**src/rtl/pmc_pkg.sv**
```systemverilog
package pmc_pkg;
    typedef enum logic [2:0] {
        ST_RUN,
        ST_R2I,
        ST_IDLE,
        ST_I2R,
        ST_ENTER,
        ST_SLEEP,
        ST_S2R
    } pmc_state_e;

    localparam logic [1:0] MODE_RUN   = 2'd0;
    localparam logic [1:0] MODE_IDLE  = 2'd1;
    localparam logic [1:0] MODE_SLEEP = 2'd2;
endpackage

```
**src/rtl/pmc_seq.sv**
```systemverilog
module pmc_seq
    import pmc_pkg::*;
#(
    parameter int T_RI    = 10,
    parameter int T_IR    = 10,
    parameter int T_STEP  = 30,
    parameter int N_STEPS = 3,
    parameter int T_SR    = 160
) (
    input  logic       clk,
    input  logic       rst_n,
    input  logic       tick,
    input  logic       req_idle,
    input  logic       req_sleep,
    input  logic       wake,
    output logic [1:0] mode,
    output logic [1:0] wsel,
    output logic       busy
);
    localparam int TMAX1 = (T_RI > T_IR) ? T_RI : T_IR;
    localparam int TMAX2 = (TMAX1 > T_STEP) ? TMAX1 : T_STEP;
    localparam int TMAX  = (TMAX2 > T_SR) ? TMAX2 : T_SR;
    localparam int CW    = $clog2(TMAX + 1);
    localparam int SW    = (N_STEPS > 1) ? $clog2(N_STEPS) : 1;

    typedef struct packed {
        pmc_state_e    st;
        logic [CW-1:0] cnt;
        logic [SW-1:0] step;
        logic          from_run;
    } seq_t;

    seq_t s_d, s_q;
    logic expire;

    assign expire = tick && (s_q.cnt == CW'(1));

    always_comb begin
        s_d = s_q;
        case (s_q.st)
            ST_RUN: begin
                if (req_sleep) begin
                    s_d.st       = ST_ENTER;
                    s_d.cnt      = CW'(T_STEP);
                    s_d.step     = '0;
                    s_d.from_run = 1'b1;
                end else if (req_idle) begin
                    s_d.st  = ST_R2I;
                    s_d.cnt = CW'(T_RI);
                end
            end
            ST_IDLE: begin
                if (wake) begin
                    s_d.st  = ST_I2R;
                    s_d.cnt = CW'(T_IR);
                end else if (req_sleep) begin
                    s_d.st       = ST_ENTER;
                    s_d.cnt      = CW'(T_STEP);
                    s_d.step     = '0;
                    s_d.from_run = 1'b0;
                end
            end
            ST_SLEEP: begin
                if (wake) begin
                    s_d.st  = ST_S2R;
                    s_d.cnt = CW'(T_SR);
                end
            end
            ST_R2I, ST_I2R, ST_S2R: begin
                if (expire) begin
                    s_d.st  = (s_q.st == ST_R2I) ? ST_IDLE : ST_RUN;
                    s_d.cnt = '0;
                end else if (tick) begin
                    s_d.cnt = s_q.cnt - CW'(1);
                end
            end
            ST_ENTER: begin
                if (expire) begin
                    if (s_q.step == SW'(N_STEPS - 1)) begin
                        s_d.st   = ST_SLEEP;
                        s_d.cnt  = '0;
                        s_d.step = '0;
                    end else begin
                        s_d.step = s_q.step + SW'(1);
                        s_d.cnt  = CW'(T_STEP);
                    end
                end else if (tick) begin
                    s_d.cnt = s_q.cnt - CW'(1);
                end
            end
            default: s_d.st = ST_RUN;
        endcase
    end

    always_ff @(posedge clk or negedge rst_n) begin
        if (!rst_n) begin
            s_q <= '{st: ST_RUN, cnt: '0, step: '0, from_run: 1'b0};
        end else begin
            s_q <= s_d;
        end
    end

    always_comb begin
        busy = 1'b1;
        mode = MODE_RUN;
        wsel = MODE_RUN;
        case (s_q.st)
            ST_RUN:   busy = 1'b0;
            ST_R2I:   mode = MODE_RUN;
            ST_IDLE: begin
                busy = 1'b0;
                mode = MODE_IDLE;
                wsel = MODE_IDLE;
            end
            ST_I2R:   mode = MODE_IDLE;
            ST_ENTER: begin
                mode = s_q.from_run ? MODE_RUN : MODE_IDLE;
                wsel = s_q.from_run ? MODE_RUN : MODE_IDLE;
            end
            ST_SLEEP: begin
                busy = 1'b0;
                mode = MODE_SLEEP;
                wsel = MODE_SLEEP;
            end
            ST_S2R:   mode = MODE_SLEEP;
            default:  busy = 1'b0;
        endcase
    end

    AST_HOLD_IN_TRANSIT: assert property (@(posedge clk) disable iff (!rst_n)
        (busy && !tick) |=> (busy && $stable(mode)));

    AST_SLEEP_VIA_ENTRY: assert property (@(posedge clk) disable iff (!rst_n)
        (mode == MODE_SLEEP && $past(mode) != MODE_SLEEP) |-> $past(busy));

    AST_WAKE_TO_RUN: assert property (@(posedge clk) disable iff (!rst_n)
        ($past(mode) == MODE_SLEEP && mode != MODE_SLEEP) |-> (mode == MODE_RUN));
endmodule

```
**src/rtl/pmc_energy.sv**
```systemverilog
module pmc_energy
    import pmc_pkg::*;
#(
    parameter int EW      = 32,
    parameter int W_RUN   = 40000,
    parameter int W_IDLE  = 5000,
    parameter int W_SLEEP = 16
) (
    input  logic          clk,
    input  logic          rst_n,
    input  logic          tick,
    input  logic [1:0]    wsel,
    output logic [EW-1:0] energy
);
    typedef struct packed {
        logic [EW-1:0] acc;
    } en_t;

    en_t e_d, e_q;
    logic [EW-1:0] weight;
    logic [EW:0]   sum;

    always_comb begin
        case (wsel)
            MODE_IDLE:  weight = EW'(W_IDLE);
            MODE_SLEEP: weight = EW'(W_SLEEP);
            default:    weight = EW'(W_RUN);
        endcase
        sum = {1'b0, e_q.acc} + {1'b0, weight};
        e_d = e_q;
        if (tick) begin
            e_d.acc = sum[EW] ? {EW{1'b1}} : sum[EW-1:0];
        end
    end

    always_ff @(posedge clk or negedge rst_n) begin
        if (!rst_n) begin
            e_q <= '{acc: '0};
        end else begin
            e_q <= e_d;
        end
    end

    assign energy = e_q.acc;

    AST_NO_TICK_STABLE: assert property (@(posedge clk) disable iff (!rst_n)
        !tick |=> $stable(energy));

    AST_NO_OVERFLOW: assert property (@(posedge clk) disable iff (!rst_n)
        tick |=> (energy >= $past(energy)));
endmodule

```
**src/rtl/pwr_mode_ctrl.sv**
```systemverilog
module pwr_mode_ctrl
    import pmc_pkg::*;
#(
    parameter int EW      = 32,
    parameter int T_RI    = 10,
    parameter int T_IR    = 10,
    parameter int T_STEP  = 30,
    parameter int N_STEPS = 3,
    parameter int T_SR    = 160,
    parameter int W_RUN   = 40000,
    parameter int W_IDLE  = 5000,
    parameter int W_SLEEP = 16
) (
    input  logic          clk,
    input  logic          rst_n,
    input  logic          tick,
    input  logic          req_idle,
    input  logic          req_sleep,
    input  logic          wake,
    output logic          cpu_clk_en,
    output logic          logic_pwr_en,
    output logic [1:0]    mode,
    output logic          busy,
    output logic [EW-1:0] energy
);
    logic [1:0] wsel;

    pmc_seq #(
        .T_RI(T_RI), .T_IR(T_IR), .T_STEP(T_STEP),
        .N_STEPS(N_STEPS), .T_SR(T_SR)
    ) u_seq (
        .clk(clk), .rst_n(rst_n), .tick(tick),
        .req_idle(req_idle), .req_sleep(req_sleep), .wake(wake),
        .mode(mode), .wsel(wsel), .busy(busy)
    );

    pmc_energy #(
        .EW(EW), .W_RUN(W_RUN), .W_IDLE(W_IDLE), .W_SLEEP(W_SLEEP)
    ) u_energy (
        .clk(clk), .rst_n(rst_n), .tick(tick),
        .wsel(wsel), .energy(energy)
    );

    assign cpu_clk_en   = (mode == MODE_RUN);
    assign logic_pwr_en = (mode != MODE_SLEEP);

    AST_SLEEP_UNPOWERED: assert property (@(posedge clk) disable iff (!rst_n)
        (mode == MODE_SLEEP) |-> (!cpu_clk_en && !logic_pwr_en));
endmodule

```
**config.mk**
```make
export PLATFORM = sky130hd
export DESIGN_NAME = pwr_mode_ctrl
export DESIGN_NICKNAME = d
export VERILOG_FILES = /design/src/rtl/pmc_pkg.sv /design/src/rtl/pmc_seq.sv /design/src/rtl/pmc_energy.sv /design/src/rtl/pwr_mode_ctrl.sv
export SDC_FILE = /design/constraint.sdc
export NUM_CORES = 1
export LEC_CHECK = 0
export BUFFER_PORTS_ARGS = -buffer_cell sky130_fd_sc_hd__buf_4
export CORE_AREA = 2 2 97 99
export CTS_CLUSTER_DIAMETER = 50
export DETAILED_ROUTE_END_ITERATION = 6
export DIE_AREA = 0 0 99 101
export PLACE_DENSITY_LB_ADDON = 0.15
export SETUP_SLACK_MARGIN = 0.3
export SLEW_MARGIN = 15
export SYNTH_ARGS = -nofsm -noshare
export SYNTH_HDL_FRONTEND = slang
export SYNTH_SLANG_ARGS = --single-unit
```
**constraint.sdc**
```tcl
create_clock -name clk -period 8.2 [get_ports clk]
set_input_delay 2.46 -clock clk [delete_from_list [all_inputs] [get_ports clk]]
set_output_delay 2.46 -clock clk [all_outputs]
set_load 0.05 [all_outputs]
```
# == After elaboration in Yosys (flattened, before gate mapping) ==
# Index checks and enable logic that the tools add are counted.
# classes
add_sub_neg,3
eq_ne,20
n_mux,26
reduce_logical,14
# ops
operator,count
$mux W11,4
$pmux W8 S5,1
$add A32 B16 Y33,1
$mux W32,1
$pmux W16 S2,1
$mux W8,3
$pmux W2 S3,3
$mux W3,5
$pmux W3 S5,1
$mux W14,1
$ne A2 B2 Y1 const B,5
$eq A3 B3 Y1 const B,3
$eq A8 B1 Y1 const B,1
$reduce_and A4 Y1,2
$sub A8 B1 Y8 const B,1
$mux W7,1
$eq A3 B2 Y1 const B,2
$ne A2 B1 Y1 const B,3
$ne A3 B3 Y1 const B,2
$reduce_and A6 Y1,1
$reduce_and A5 Y1,1
$reduce_bool A5 Y1,1
$eq A2 B2 Y1 const B,2
$mux W2,2
13 further kinds,15
# word_totals
ff_bits,46
input_bits,6
output_inout_bits,37
wordCells,68

# == Longest topological paths before layout ==
# depth
word_depth,6
depth_mapped,15
mapped_depth_nobuf,13

# == Cells and area by module ==
# From an unflattened synthesis, not the netlist that was laid out.
# hier_totals
hier_cells,379
hier_area_um2,3338.2
# by_module_without_submodules
mod,instances,cells_per_inst,area_each_um2,seq_area_each_um2
pmc_energy,1,262,2282.2,750.7
pmc_seq,1,115,1046.0,350.3
pwr_mode_ctrl,1,2,10.0,0.0

# == Worst setup path before layout ==
# No wires, ideal clock.
# synth_path
path_type,register to output
from,register u_seq.s_q[11] in the netlist's numbering
to,output port cpu_clk_en
t_arrival_ns,2.543
t_required_ns,5.740
slack_ns,3.197
stages_incl_launch_ff,5
path_buffers,1
cell_sequence,dfrtp_1 -> clkbuf_8 -> or2_2 -> o21ai_0 -> nor2_1
# synth_between
elab_chain_cells,4
word_cells_on_any_way,9
classes_between,5 x eq/ne; 1 x mux; 3 x reduce/logical
# synth_lines
item,line,rtl
from (decl),pmc_seq.sv:33,"seq_t s_d, s_q;"
from (signal assigned),pmc_seq.sv:97,"s_q <= '{st: ST_RUN, cnt: '0, step: '0, from_run: 1'b0};"
$eq A3 B3 Y1 / $eq A3 B2 Y1 (equally long branches),pmc_seq.sv:107,case (s_q.st)
$reduce_or A2 Y1 (no line),-,
$pmux W2 S3 *,pmc_seq.sv:107,
net mode[0],pwr_mode_ctrl.sv:22,"output logic [1:0] mode,"
$logic_not A2 Y1 *,pwr_mode_ctrl.sv:44,assign cpu_clk_en = (mode == MODE_RUN);
to (decl),pwr_mode_ctrl.sv:20,"output logic cpu_clk_en,"
# Mark *: on every way through the listed nets, which the timed path passes. The rest lies on a longest branch.

# == Final worst setup path ==
# layout_path
from,register u_seq.s_q[13] in the netlist's numbering
to,output port cpu_clk_en
# layout_between
elab_chain_cells,4
word_cells_on_any_way,9
classes_between,5 x eq/ne; 1 x mux; 3 x reduce/logical
# layout_lines
item,line
$eq A3 B3 Y1 / $eq A3 B2 Y1 (equally long branches),pmc_seq.sv:107
$reduce_or A2 Y1 (no line),-
$pmux W2 S3 *,pmc_seq.sv:107
$logic_not A2 Y1 *,pwr_mode_ctrl.sv:44
# Mark *: on every way between the ends. The rest lies on a longest branch, timed or not.

==> results.env <==
RUN_STATUS='complete, no violations'
WORST_SETUP_PATH_START_KIND='register'
FLOORPLAN.ROWS=35
FINAL.SETUP_SKEW_NS=0.00639
CRITPATHCAPTURETYPE='output port'
ROUTED-VIA-COUNT=2827
CRITICAL-PATH-MAX-STAGE-DELAY_NS=0.70
CTS-HTREE-LEVELS=2
HP-CLASS='register to register'
GRT_MAX_DEGREE=45
SYN-CELL-AREA_MM2=0.00309
AVGVIACOUNTPERCELL=5.72
FINISH.NET_COUNT=404
ANT_NETS=0
HOLD_PATH_START='u_seq.s_q[0]'
DIE_AREA_MM2=0.0100
REPORT.FINAL.SLEW_VIOL_COUNT=0
YOSYSSEQAREASHARE_PCT=35.7
DRV.MAX_CAP_VIOLATION_COUNT=0
DRTITER0DRC=101
WORST_R2R_ENDPOINT='u_energy.energy[10]'
PLACEDCELLCOUNT=486
ANTENNA_FOUND_INITIAL=0
CTS_REPAIR_RESIZE_COUNT=0
MIN_DELAY_WORST_ENDPOINT='u_seq.s_q[0]'
CLK_PIN_SLEW_NS=0.09
YS_SEQ_ELEMENTS=44
DRC=0
IOPINCOUNT=43
PATH_CELLS='nand2b_1 -> or2_2 -> o21ai_0 -> nor2_1 -> buf_4'
MIN_PATH_CELLS=1
GP_CONGESTION=0.835
WORST_SLEW_PIN_SLEW_NS=0.888
WORST-R2R-CELL-COUNT=11
CTS.HOLD.BUFFERS_ADDED=0
SETUP_VIOL=0
AVERAGE_INSTANCE_AREA_AFTER_SYNTHESIS_UM2=8.90
PORT_BUFFERS=42
MOSTFREQUENTLAYOUTCELL='dfrtp_1'
FIRST_GLOBAL_VIAS=2766
NUMBER_OF_FLOPS_MAPPED_TO_ENABLE_CELLS_BY_YOSYS=0
POSTSYNTH.ASYNCRESETSHARE_PCT=100
SYNTHCELLS=347
ROOT_BUFFER='clkbuf_8'
MOST-COMMON-LAYOUT-CELLS='dfrtp_1 (44), buf_4 (43), nand2_1 (26)'
WORST_REG_TO_REG_SETUP_SLACK_NS=4.30
GRT_FIRST_PASS_WIRELENGTH_UM=13800
SYNTH_FLOP_CELL='dfrtp_1'
TOTALNEGATIVESETUPSLACK_NS=0
WORSTSKEWPAIRLATENCY_NS=0.30
FINAL.MIN_CLOCK_PERIOD_NS=4.45
X_DIMENSION_OF_THE_DIE_UM=99
FLOW.AREA_GROWTH_FROM_SYNTHESIS_PCT=16.0
CP.REQUIRED_NS=5.74
RSZ0062_AT_GRT='no'
START_UTIL_PCT=34.4
CTS_SINKS=44
SHARE_OF_LAYOUT_CELLS_ABOVE_DRIVE_STRENGTH_1_PCT=16.2
TIMING.CRITICAL_PATH.FANOUT_MAX=17
CLOCK_TREE_FROM_TRITONCTS='yes'
SETUP_WS_NS=3.75
CLOCK_PATH_BUFFERS=2
CP_DATA_ARRIVAL_TIME_NS=1.99
CRITICAL_PATH_CLASS='register to output port'
POSTCTSSETUPBUFFERS=0
MAX_FREQ_MHz=225
GR-TOTAL-OVERFLOW=0
SYN_NETS=369
FINISH.CELL_COUNT_WITHOUT_FILLERS=494
ANTENNA_CELLS=0
DETAIL_ROUTE.FIRST_PASS.ITERATIONS=4
DP.FINAL_HPWL_UM=5800
YS_WARN_COUNT=0
REGTOREGSTARTPOINT='u_seq.s_q[12]'
CORE_AREA_MM2=0.00898
GROUTE.USAGE.OVERALL_PCT=16.9
DIEHEIGHT_UM=101
WORST_SLEW_MARGIN_REL_PCT=40.3
REPORT.FINAL.HOLD_VIOL_COUNT=0
STARTPOINT='u_seq.s_q[13]'
ROUTED_WIRE_LENGTH_PER_INSTANCE_UM=16.3
CP_MAX_STAGE_CELL='dfrtp_1'
CLOCK_BUFFER_COUNT_FROM_CTS=5
FINAL.PERIOD_UTILIZATION_PCT=54.3
YOSYSUNIQUECELLTYPES=62
ROUTED_WL_UM=8030
POST-PLACE-WS_NS=3.81
==> layout make-up <==
type | instances | area (um^2)
clock buffer | 5 | 68.8
clock inverter | 3 | 46.3
fill | 916 | 5390
inverter | 21 | 78.8
multi-input combinational | 267 | 1830
sequential | 44 | 1100
tap | 111 | 139
timing repair buffer | 43 | 323
==> through the flow <==
| step | utilization (%) | area, um^2 | hold slack, ns |
|---|---|---|---|
| 3_5_place_dp | 38.6 | 3470 | 0.520 |
| 4_1_cts | 39.9 | 3580 | 0.545 |
| 2_1_floorplan | - | 3090 | 0.478 |
| 5_1_grt | 39.9 | 3580 | 0.569 |
| 6_report | 39.9 | 3580 | 0.537 |
| 3_3_place_gp | 38.6 | 3470 | 0.509 |
==> metal layers <==
metal  vias to the layer above  routed length (um)  track usage [%]
met1                      1371                3890             23.3
met5                         -                   0                0
li1                       1382                   -                -
met2                        70                3720             28.2
met4                         0                  71             3.69
met3                         4                 350             2.64
==> synthesized netlist by cell type (3+ instances only) <==
library cell  instances  area (um^2)
inv_1                19         71.3
nor3_1                9         45.0
a211oi_1             10         75.1
or4_1                 3         22.5
nor2_1               19         71.3
ha_1                 15          188
o22a_1               14          123
mux2_2                3         33.8
o211ai_1              4         30.0
buf_4                 3         22.5
or3_1                 7         43.8
nor2b_1               3         18.8
o22ai_1               4         25.0
nor3b_1               4         30.0
o21ai_0              22          110
nand4_1               6         37.5
mux2i_1               3         30.0
nand2b_1              7         43.8
and4_1                3         26.3
clkbuf_1              7         26.3
buf_2                 3         15.0
o31ai_1               3         22.5
a221oi_1              3         26.3
a21oi_1              18         90.1
a22o_1                4         35.0
xnor2_1               7         61.3
nand2_1              26         97.6
dfrtp_1              44         1100
a31oi_1               6         37.5
a41oi_1               4         35.0
a21o_1                5         37.5
xor2_1                5         43.8
nand3_1              18         90.1
o21bai_1              3         22.5
==> registers in the layout (all words and copies together) (netlist names) <==
signal and count:
u_energy.energy 30, u_seq.s_q 14
==> critical path, delay by kind of cell (launching register included) <==
| family | cells | cell delay, ns |
|---|---|---|
| flip-flops | 1 | 0.70 |
| buffers and inverters | 1 | 0.19 |
| AO/OA/AOI/OAI | 1 | 0.23 |
| AND/OR/NAND/NOR | 3 | 0.58 |
==> cell families (layout without fill, tap and decap cells) <==
logic type	Yosys count	count (layout)	synth area share (%)
AOI/OAI and AO/OA	114	114	26.0
xor gates and xnor gates	12	12	3.40
adders and majority gates	17	17	7.05
buffers and inverters	36	72	5.19
DFF	44	44	35.7
muxes	6	6	2.07
and+or+nand+nor	118	118	20.6
==> how the worst max path moves through the flow <==
| stage | endpoint | cells after the start |
|---|---|---|
| finish | cpu_clk_en | 5 |
| CTS | cpu_clk_en | 5 |
| floorplan | cpu_clk_en | 4 |
| global route | cpu_clk_en | 5 |
| global placement | u_seq.s_q[11] | 5 |
| detailed placement | u_seq.s_q[11] | 5 |
Power is not shown: default switching activity piles up to over one toggle a cycle in this logic, so the estimate is an artifact.
